--- src/rtl/lcd_init_pkg.sv ---
package lcd_init_pkg;

    typedef enum logic [1:0] {
        TAG_VAL = 2'b00,
        TAG_CMD = 2'b01,
        TAG_DLY = 2'b10,
        TAG_END = 2'b11
    } tag_e;

    typedef struct packed {
        tag_e       tag;
        logic [7:0] val;
    } entry_t;

    function automatic entry_t mk(input tag_e t, input logic [7:0] v);
        entry_t e;
        e.tag = t;
        e.val = v;
        return e;
    endfunction

endpackage

--- src/rtl/lcd_script_rom.sv ---
module lcd_script_rom
    import lcd_init_pkg::*;
#(
    parameter int ADDR_W = 5
) (
    input  logic [ADDR_W-1:0] addr,
    output entry_t            entry
);

    always_comb begin
        case (int'(addr))
            0:  entry = mk(TAG_CMD, 8'h00);
            1:  entry = mk(TAG_VAL, 8'hB0);
            2:  entry = mk(TAG_VAL, 8'h00);
            3:  entry = mk(TAG_CMD, 8'h00);
            4:  entry = mk(TAG_VAL, 8'h11);
            5:  entry = mk(TAG_DLY, 8'h00);
            6:  entry = mk(TAG_VAL, 8'd120);
            7:  entry = mk(TAG_CMD, 8'h00);
            8:  entry = mk(TAG_VAL, 8'h3A);
            9:  entry = mk(TAG_VAL, 8'h55);
            10: entry = mk(TAG_CMD, 8'h00);
            11: entry = mk(TAG_VAL, 8'hC5);
            12: entry = mk(TAG_VAL, 8'h00);
            13: entry = mk(TAG_VAL, 8'h1E);
            14: entry = mk(TAG_VAL, 8'h80);
            15: entry = mk(TAG_CMD, 8'h00);
            16: entry = mk(TAG_VAL, 8'h36);
            17: entry = mk(TAG_VAL, 8'h28);
            18: entry = mk(TAG_CMD, 8'h00);
            19: entry = mk(TAG_VAL, 8'hE0);
            20: entry = mk(TAG_VAL, 8'h00);
            21: entry = mk(TAG_VAL, 8'h04);
            22: entry = mk(TAG_VAL, 8'h0E);
            23: entry = mk(TAG_VAL, 8'h08);
            24: entry = mk(TAG_CMD, 8'h00);
            25: entry = mk(TAG_VAL, 8'h11);
            26: entry = mk(TAG_CMD, 8'h00);
            27: entry = mk(TAG_VAL, 8'h29);
            default: entry = mk(TAG_END, 8'h00);
        endcase
    end

endmodule

--- src/rtl/lcd_ms_timer.sv ---
module lcd_ms_timer #(
    parameter int CYC_PER_MS = 8
) (
    input  logic       clk,
    input  logic       rst_n,
    input  logic       start,
    input  logic [7:0] ms,
    output logic       busy,
    output logic       done
);

    localparam int PW = (CYC_PER_MS > 1) ? $clog2(CYC_PER_MS) : 1;

    logic          active_q;
    logic [PW-1:0] pre_q;
    logic [7:0]    left_q;
    logic          wrap;

    assign wrap = (pre_q == PW'(CYC_PER_MS - 1));

    always_ff @(posedge clk or negedge rst_n) begin
        if (!rst_n) begin
            active_q <= 1'b0;
            pre_q    <= '0;
            left_q   <= '0;
        end else if (start && !active_q) begin
            active_q <= (ms != 8'd0);
            pre_q    <= '0;
            left_q   <= ms;
        end else if (active_q) begin
            if (wrap) begin
                pre_q  <= '0;
                left_q <= left_q - 8'd1;
                if (left_q == 8'd1) begin
                    active_q <= 1'b0;
                end
            end else begin
                pre_q <= pre_q + 1'b1;
            end
        end
    end

    always_comb begin
        busy = active_q;
        done = active_q && wrap && (left_q == 8'd1);
    end

    // a running wait always has milliseconds left to count
    a_r5_left_nonzero: assert property (@(posedge clk) disable iff (!rst_n)
        active_q |-> (left_q != 8'd0));

endmodule

--- src/rtl/lcd_bus_writer.sv ---
module lcd_bus_writer #(
    parameter int WR_LOW_CYC  = 2,
    parameter int WR_HIGH_CYC = 2
) (
    input  logic       clk,
    input  logic       rst_n,
    input  logic       start,
    input  logic       is_cmd,
    input  logic [7:0] byte_in,
    output logic       done,
    output logic       wr_n,
    output logic       dc,
    output logic [7:0] db
);

    localparam int MAXC = (WR_LOW_CYC > WR_HIGH_CYC) ? WR_LOW_CYC : WR_HIGH_CYC;
    localparam int CW   = $clog2(MAXC + 1);

    typedef enum logic [1:0] {W_IDLE, W_SETUP, W_LOW, W_HIGH} wstate_e;

    wstate_e       st_q;
    logic [CW-1:0] cnt_q;

    always_ff @(posedge clk or negedge rst_n) begin
        if (!rst_n) begin
            st_q  <= W_IDLE;
            cnt_q <= '0;
            dc    <= 1'b1;
            db    <= '0;
        end else begin
            unique case (st_q)
                W_IDLE: begin
                    if (start) begin
                        db   <= byte_in;
                        dc   <= !is_cmd;
                        st_q <= W_SETUP;
                    end
                end
                W_SETUP: begin
                    cnt_q <= CW'(WR_LOW_CYC - 1);
                    st_q  <= W_LOW;
                end
                W_LOW: begin
                    if (cnt_q == '0) begin
                        cnt_q <= CW'(WR_HIGH_CYC - 1);
                        st_q  <= W_HIGH;
                    end else begin
                        cnt_q <= cnt_q - 1'b1;
                    end
                end
                W_HIGH: begin
                    if (cnt_q == '0) begin
                        st_q <= W_IDLE;
                    end else begin
                        cnt_q <= cnt_q - 1'b1;
                    end
                end
            endcase
        end
    end

    always_comb begin
        wr_n = (st_q != W_LOW);
        done = (st_q == W_HIGH) && (cnt_q == '0);
    end

    // bus lines frozen while the strobe is low
    a_r4_bus_hold: assert property (@(posedge clk) disable iff (!rst_n)
        (!wr_n && $past(!wr_n)) |-> ($stable(db) && $stable(dc)));

    // a new byte is only taken while idle, never mid-strobe
    a_r4_start_idle: assert property (@(posedge clk) disable iff (!rst_n)
        (start && st_q != W_IDLE) |=> $stable(db));

endmodule

--- src/rtl/lcd_init_player.sv ---
module lcd_init_player
    import lcd_init_pkg::*;
#(
    parameter int CLK_HZ       = 125_000_000,
    parameter int WR_LOW_CYC   = 2,
    parameter int WR_HIGH_CYC  = 2,
    parameter int RST_LOW_CYC  = 1250,
    parameter int RST_WAIT_CYC = 625_000,
    parameter int ADDR_W       = 5
) (
    input  logic       clk,
    input  logic       rst_n,
    output logic       lcd_rst_n,
    output logic       lcd_cs_n,
    output logic       lcd_dc,
    output logic       lcd_wr_n,
    output logic [7:0] lcd_db,
    output logic       done
);

    localparam int CYC_PER_MS = CLK_HZ / 1000;
    localparam int PH_MAX     = (RST_LOW_CYC > RST_WAIT_CYC) ? RST_LOW_CYC : RST_WAIT_CYC;
    localparam int PHW        = $clog2(PH_MAX + 1);

    typedef enum logic [2:0] {
        S_RST_LOW, S_RST_WAIT, S_FETCH, S_SEND, S_DLY_ARG, S_DLY_WAIT, S_DONE
    } state_e;

    state_e            state_q, state_d;
    logic [PHW-1:0]    ph_q;
    logic [ADDR_W-1:0] ptr_q;
    logic              cmd_next_q;
    entry_t            ent;
    logic              wr_start, wr_done;
    logic              tmr_start, tmr_done, tmr_busy;
    logic              advance;

    lcd_script_rom #(.ADDR_W(ADDR_W)) i_rom (
        .addr  (ptr_q),
        .entry (ent)
    );

    lcd_bus_writer #(.WR_LOW_CYC(WR_LOW_CYC), .WR_HIGH_CYC(WR_HIGH_CYC)) i_wr (
        .clk     (clk),
        .rst_n   (rst_n),
        .start   (wr_start),
        .is_cmd  (cmd_next_q),
        .byte_in (ent.val),
        .done    (wr_done),
        .wr_n    (lcd_wr_n),
        .dc      (lcd_dc),
        .db      (lcd_db)
    );

    lcd_ms_timer #(.CYC_PER_MS(CYC_PER_MS)) i_tmr (
        .clk   (clk),
        .rst_n (rst_n),
        .start (tmr_start),
        .ms    (ent.val),
        .busy  (tmr_busy),
        .done  (tmr_done)
    );

    // next-state and strobe decode
    always_comb begin
        state_d   = state_q;
        wr_start  = 1'b0;
        tmr_start = 1'b0;
        unique case (state_q)
            S_RST_LOW:  if (ph_q == PHW'(RST_LOW_CYC - 1)) state_d = S_RST_WAIT;
            S_RST_WAIT: if (ph_q == PHW'(RST_WAIT_CYC - 1)) state_d = S_FETCH;
            S_FETCH: begin
                unique case (ent.tag)
                    TAG_CMD: state_d = S_FETCH;
                    TAG_DLY: state_d = S_DLY_ARG;
                    TAG_END: state_d = S_DONE;
                    TAG_VAL: begin
                        wr_start = 1'b1;
                        state_d  = S_SEND;
                    end
                endcase
            end
            S_SEND:     if (wr_done) state_d = S_FETCH;
            S_DLY_ARG: begin
                if (ent.val != 8'd0) begin
                    tmr_start = 1'b1;
                    state_d   = S_DLY_WAIT;
                end else begin
                    state_d = S_FETCH;
                end
            end
            S_DLY_WAIT: if (tmr_done) state_d = S_FETCH;
            S_DONE:     state_d = S_DONE;
        endcase
    end

    assign advance = ((state_q == S_FETCH) && (ent.tag != TAG_END)) || (state_q == S_DLY_ARG);

    // state register and script pointer
    always_ff @(posedge clk or negedge rst_n) begin
        if (!rst_n) begin
            state_q    <= S_RST_LOW;
            ph_q       <= '0;
            ptr_q      <= '0;
            cmd_next_q <= 1'b0;
        end else begin
            state_q <= state_d;
            if (state_d != state_q) begin
                ph_q <= '0;
            end else if (state_q == S_RST_LOW || state_q == S_RST_WAIT) begin
                ph_q <= ph_q + 1'b1;
            end
            if (advance) begin
                ptr_q <= ptr_q + 1'b1;
            end
            if (state_q == S_FETCH && ent.tag == TAG_CMD) begin
                cmd_next_q <= 1'b1;
            end else if (state_q == S_FETCH && ent.tag == TAG_VAL) begin
                cmd_next_q <= 1'b0;
            end
        end
    end

    // panel control outputs
    always_comb begin
        lcd_rst_n = (state_q != S_RST_LOW);
        lcd_cs_n  = (state_q == S_RST_LOW) || (state_q == S_DONE);
        done      = (state_q == S_DONE);
    end

    // done never drops once reached
    a_r6_done_sticky: assert property (@(posedge clk) disable iff (!rst_n)
        done |=> done);

    // bus quiet and deselected after the end marker
    a_r6_quiet_after_end: assert property (@(posedge clk) disable iff (!rst_n)
        done |-> (lcd_wr_n && lcd_cs_n));

    // a strobe only while selected and out of reset
    a_r2_strobe_selected: assert property (@(posedge clk) disable iff (!rst_n)
        !lcd_wr_n |-> (!lcd_cs_n && lcd_rst_n));

    // no bus activity during a timed wait
    a_r5_quiet_in_wait: assert property (@(posedge clk) disable iff (!rst_n)
        tmr_busy |-> lcd_wr_n);

    // first byte after a command marker is a command
    a_r3_cmd_dc: assert property (@(posedge clk) disable iff (!rst_n)
        (state_q == S_FETCH && ent.tag == TAG_VAL && cmd_next_q) |=> !lcd_dc);

    // later bytes are parameters
    a_r3_param_dc: assert property (@(posedge clk) disable iff (!rst_n)
        (state_q == S_FETCH && ent.tag == TAG_VAL && !cmd_next_q) |=> lcd_dc);

endmodule

--- config.mk ---
export PLATFORM = sky130hd
export DESIGN_NAME = lcd_init_player
export DESIGN_NICKNAME = d
export VERILOG_FILES = /design/src/rtl/lcd_init_pkg.sv /design/src/rtl/lcd_script_rom.sv /design/src/rtl/lcd_ms_timer.sv /design/src/rtl/lcd_bus_writer.sv /design/src/rtl/lcd_init_player.sv
export SDC_FILE = /design/constraint.sdc
export NUM_CORES = 1
export LEC_CHECK = 0
export BUFFER_PORTS_ARGS = -buffer_cell sky130_fd_sc_hd__buf_2
export CORE_ASPECT_RATIO = 1.2
export CORE_MARGIN = 4
export CORE_UTILIZATION = 55
export DETAILED_ROUTE_END_ITERATION = 10
export MAX_ROUTING_LAYER = met4
export PLACE_DENSITY = 0.84
export SLEW_MARGIN = 0
export SYNTH_ARGS = -nofsm -noshare
export SYNTH_HDL_FRONTEND = slang
export SYNTH_SLANG_ARGS = --single-unit
export TNS_END_PERCENT = 10
--- constraint.sdc ---
create_clock -name clk -period 2.62 [get_ports clk]
set_input_delay 0.786 -clock clk [delete_from_list [all_inputs] [get_ports clk]]
set_output_delay 0.786 -clock clk [all_outputs]
set_load 0.02 [all_outputs]
==> impl_metrics.env <==
export IMPL_nNetsFinal=534
export IMPL_diodes=0
export IMPL_ir_worst_vdd_uv=338
export IMPL_cts_tree="done"
export IMPL_die_w_um=89.2
export IMPL_dp_hpwl_um=7100
export IMPL_wire_per_inst_um=16.3
export IMPL_drc=0
export IMPL_maxCapViolations=0
export IMPL_ys_seq_area_share_pct=39.1
export IMPL_drive_gt1_share_pct=18.7
export IMPL_ys_async_sr_fraction_pct=100
export IMPL_finalCritPeriodShare_pct=96.5
export IMPL_yosys_area_top_type_share_pct=38.5
export IMPL_timing_critical_path_required_ns=2.83
export IMPL_cts_num_sinks=68
export IMPL_ctsRootBufferMaster="clkbuf_8"
export IMPL_avgSynthCellArea_um2=9.05
export IMPL_clk_pin_slew_ns=0.09
export IMPL_power_density_nw_per_um2=396
export IMPL_ios=15
export IMPL_syn_num_nets=500
export IMPL_grt_pass1_wl_um=17400
export IMPL_max_slew_worst_pin_slew_ns=0.707
export IMPL_timing_worst_setup_path_type="flip-flop to flip-flop"
export IMPL_chipHeight_um=105
export IMPL_vias=3671
export IMPL_max_freq_mhz=396
export IMPL_yosysWarnings=0
export IMPL_final_util_pct=63.7
export IMPL_fp_row_count=35
export IMPL_period_minus_slack_ns=2.53
export IMPL_hold_viol_final=0
export IMPL_synth_cell_types=68
export IMPL_wl_um=9970
export IMPL_fillers=627
export IMPL_post_place_ws_ns=-0.00333
export IMPL_ant_nets=0
export IMPL_syn2layout_area_growth_pct=12.8
export IMPL_setup_viol=0
export IMPL_synth_largest_area_cell="dfrtp_1"
export IMPL_initial_core_util_pct=56.5
export IMPL_dr_pass1_iters=5
export IMPL_grt_overflow_total=0
export IMPL_grt_pass1_vias=3773
export IMPL_status="finished clean"
export IMPL_postCtsHoldBufs=0
export IMPL_cp_arrival_ns=2.74
export IMPL_worstSetupStartpointType="flip-flop"
export IMPL_gp_congestion=0.885
export IMPL_rrSetupSlack_ns=0.09
export IMPL_grt_usage_pct=23.9
export IMPL_worst_setup_path_end_kind="flip-flop"
export IMPL_rsz0062_at_grt="true"
export IMPL_setup_slack_ns=0.0930
export IMPL_synth_edff_count=0
export IMPL_path_max_fanout=20
export IMPL_holdCritPathClass="input port to asynchronous set/reset pin"
export IMPL_hold_ws_ns=0.379
export IMPL_grt_max_degree=33
export IMPL_antenna_found_initial=0
export IMPL_fin_worst_skew_ns=0.0134
export IMPL_port_buffers=14
export IMPL_slew_headroom_pct=52.7
export IMPL_synth_area_um2=4350
export IMPL_power_leakage_nw=2.17
export IMPL_coreArea_um2=7710
export IMPL_die_area_um2=9410
export IMPL_synth_seq_cells=68
export IMPL_synthCells=481
export IMPL_cts_buffers=9
export IMPL_synthTopCellsByArea="dfrtp_1 39%, ha_1 4.9%, nor2_1 4.7%, nand2_1 4.5%, xor2_1 4.4%"
export IMPL_htree_levels=3
export IMPL_vias_per_cell=6.00
export IMPL_cts_buffer_depth=2
export IMPL_drt_iter0_markers=188
export IMPL_slew_violations=0
export IMPL_synth_main_ff_cell="dfrtp_1"
export IMPL_insertion_delay_ns=0.36
-- area by class of cell --
class                   instances  area, µm²  share of cell area, %
inverters                      17       63.8                   1.30
repair buffers                 45        328                   6.67
clock buffers                  10        128                   2.60
well taps                      92        115                   2.34
multi-input cells             374       2500                   51.0
clock inverters                 6       65.1                   1.32
flip-flops and latches         68       1710                   34.8
-- report_power, final --
part           internal (mW)  switching [mW]  leakage (nW)  total (mW)
combinational        0.00449          0.0207          1.16      0.0252
clock                  0.438           0.434        0.0845       0.872
sequential              1.05               0         0.924        1.05
total                   1.49           0.455          2.17        1.95
-- registers in the layout, summed over array words and instances, names as in the netlist --
signal / cells
ptr_q: 5
ph_q: 20
state_q: 3
i_wr.st_q: 2
i_wr.db: 8
i_tmr.left_q: 8
i_wr.dc: 1
i_wr.cnt_q: 2
i_tmr.busy: 1
i_tmr.pre_q: 17
cmd_next_q: 1
-- path summary, 6_finish.rpt --
kind	start	end	cells past startpoint
max in group asynchronous	rst_n	i_wr.dc	2
worst max register to register	i_tmr.pre_q[9]	ph_q[1]	7
worst min-delay path	rst_n	i_tmr.pre_q[10]	1
worst min register to register	cmd_next_q	i_wr.dc	1
worst max-delay path	i_tmr.pre_q[9]	ph_q[1]	7
min in group clk	cmd_next_q	i_wr.dc	1
-- layout by cell type, fill, tap and decap left out, types with 3 or more instances in the layout --
| cell | n |
|---|---|
| and3_1 | 5 |
| buf_2 | 14 |
| o21ai_0 | 20 |
| or4bb_1 | 3 |
| and4b_1 | 4 |
| a22o_1 | 5 |
| a21o_1 | 6 |
| xor2_1 | 22 |
| nor3b_1 | 5 |
| buf_4 | 29 |
| xnor2_1 | 17 |
| a21oi_1 | 13 |
| o211ai_1 | 4 |
| or4_1 | 3 |
| mux2i_1 | 7 |
| nand2b_1 | 13 |
| nand4_1 | 10 |
| o22ai_1 | 4 |
| mux2_2 | 5 |
| nand2_1 | 52 |
| nor2_1 | 54 |
| dfrtp_1 | 62 |
| clkinvlp_4 | 4 |
| inv_1 | 15 |
| dfrtp_2 | 5 |
| or2_2 | 4 |
| clkbuf_8 | 9 |
| ha_2 | 4 |
| nand3_1 | 16 |
| nor2b_1 | 5 |
| ha_1 | 12 |
| nor4_1 | 6 |
| a311oi_1 | 3 |
| and2_1 | 3 |
| a211oi_2 | 3 |
| nor3_1 | 20 |
-- cells in the mapped netlist, types with 13 or more instances --
library cell / number
a21oi_1: 13
clkbuf_1: 13
dfrtp_1: 67
ha_1: 17
inv_1: 16
nand2_1: 52
nand2b_1: 13
nand3_1: 16
nor2_1: 55
nor3_1: 20
o21ai_0: 21
xnor2_1: 17
xor2_1: 22
-- metal layers --
layer	track usage, %	part of all wire [%]	up-vias
li1	-	-	1776
met3	5.16	3.5	25
met5	-	0	-
met1	29.6	43	1788
met2	38.3	51	82
met4	8.30	2.2	0
-- repair_timing --
item | CTS | global route
pin swaps | 0 | 0
setup endpoints to repair | 2 | 50
buffers inserted | 1 | 0
gates resized for setup | 1 | 19
-- worst max-delay path, cell delays in order (launching register included) --
cell      delay, ns
dfrtp_2        0.45
or4b_1         0.57
nand3b_1       0.23
nor4_1         0.54
a211oi_2       0.11
o211ai_2       0.24
buf_12         0.18
a211oi_2       0.05
-- stage by stage --
step	area, µm²	TNS [ns]	cells	total power, mW
final	4910	0	612	1.95
after floorplan	4350	0	481	1.07
after global routing	4910	-0.420	612	2.02
after CTS	4860	0	612	1.95
after global placement	4660	0	595	1.10
after detailed placement	4660	-0.00387	595	1.10
-- cell families (layout without fill, tap and decap cells) --
family	Yosys count	count (layout)	synth area share, %
AND/OR/NAND/NOR	220	220	26.3
AO/OA/AOI/OAI	85	85	14.0
flip-flops	68	68	39.1
XOR/XNOR	39	39	7.85
buffers and inverters	39	78	4.48
adder cells (fa/ha/maj)	17	17	4.89
multiplexers	13	13	3.42
No activity file was read; power rests on OpenSTA's default activity.
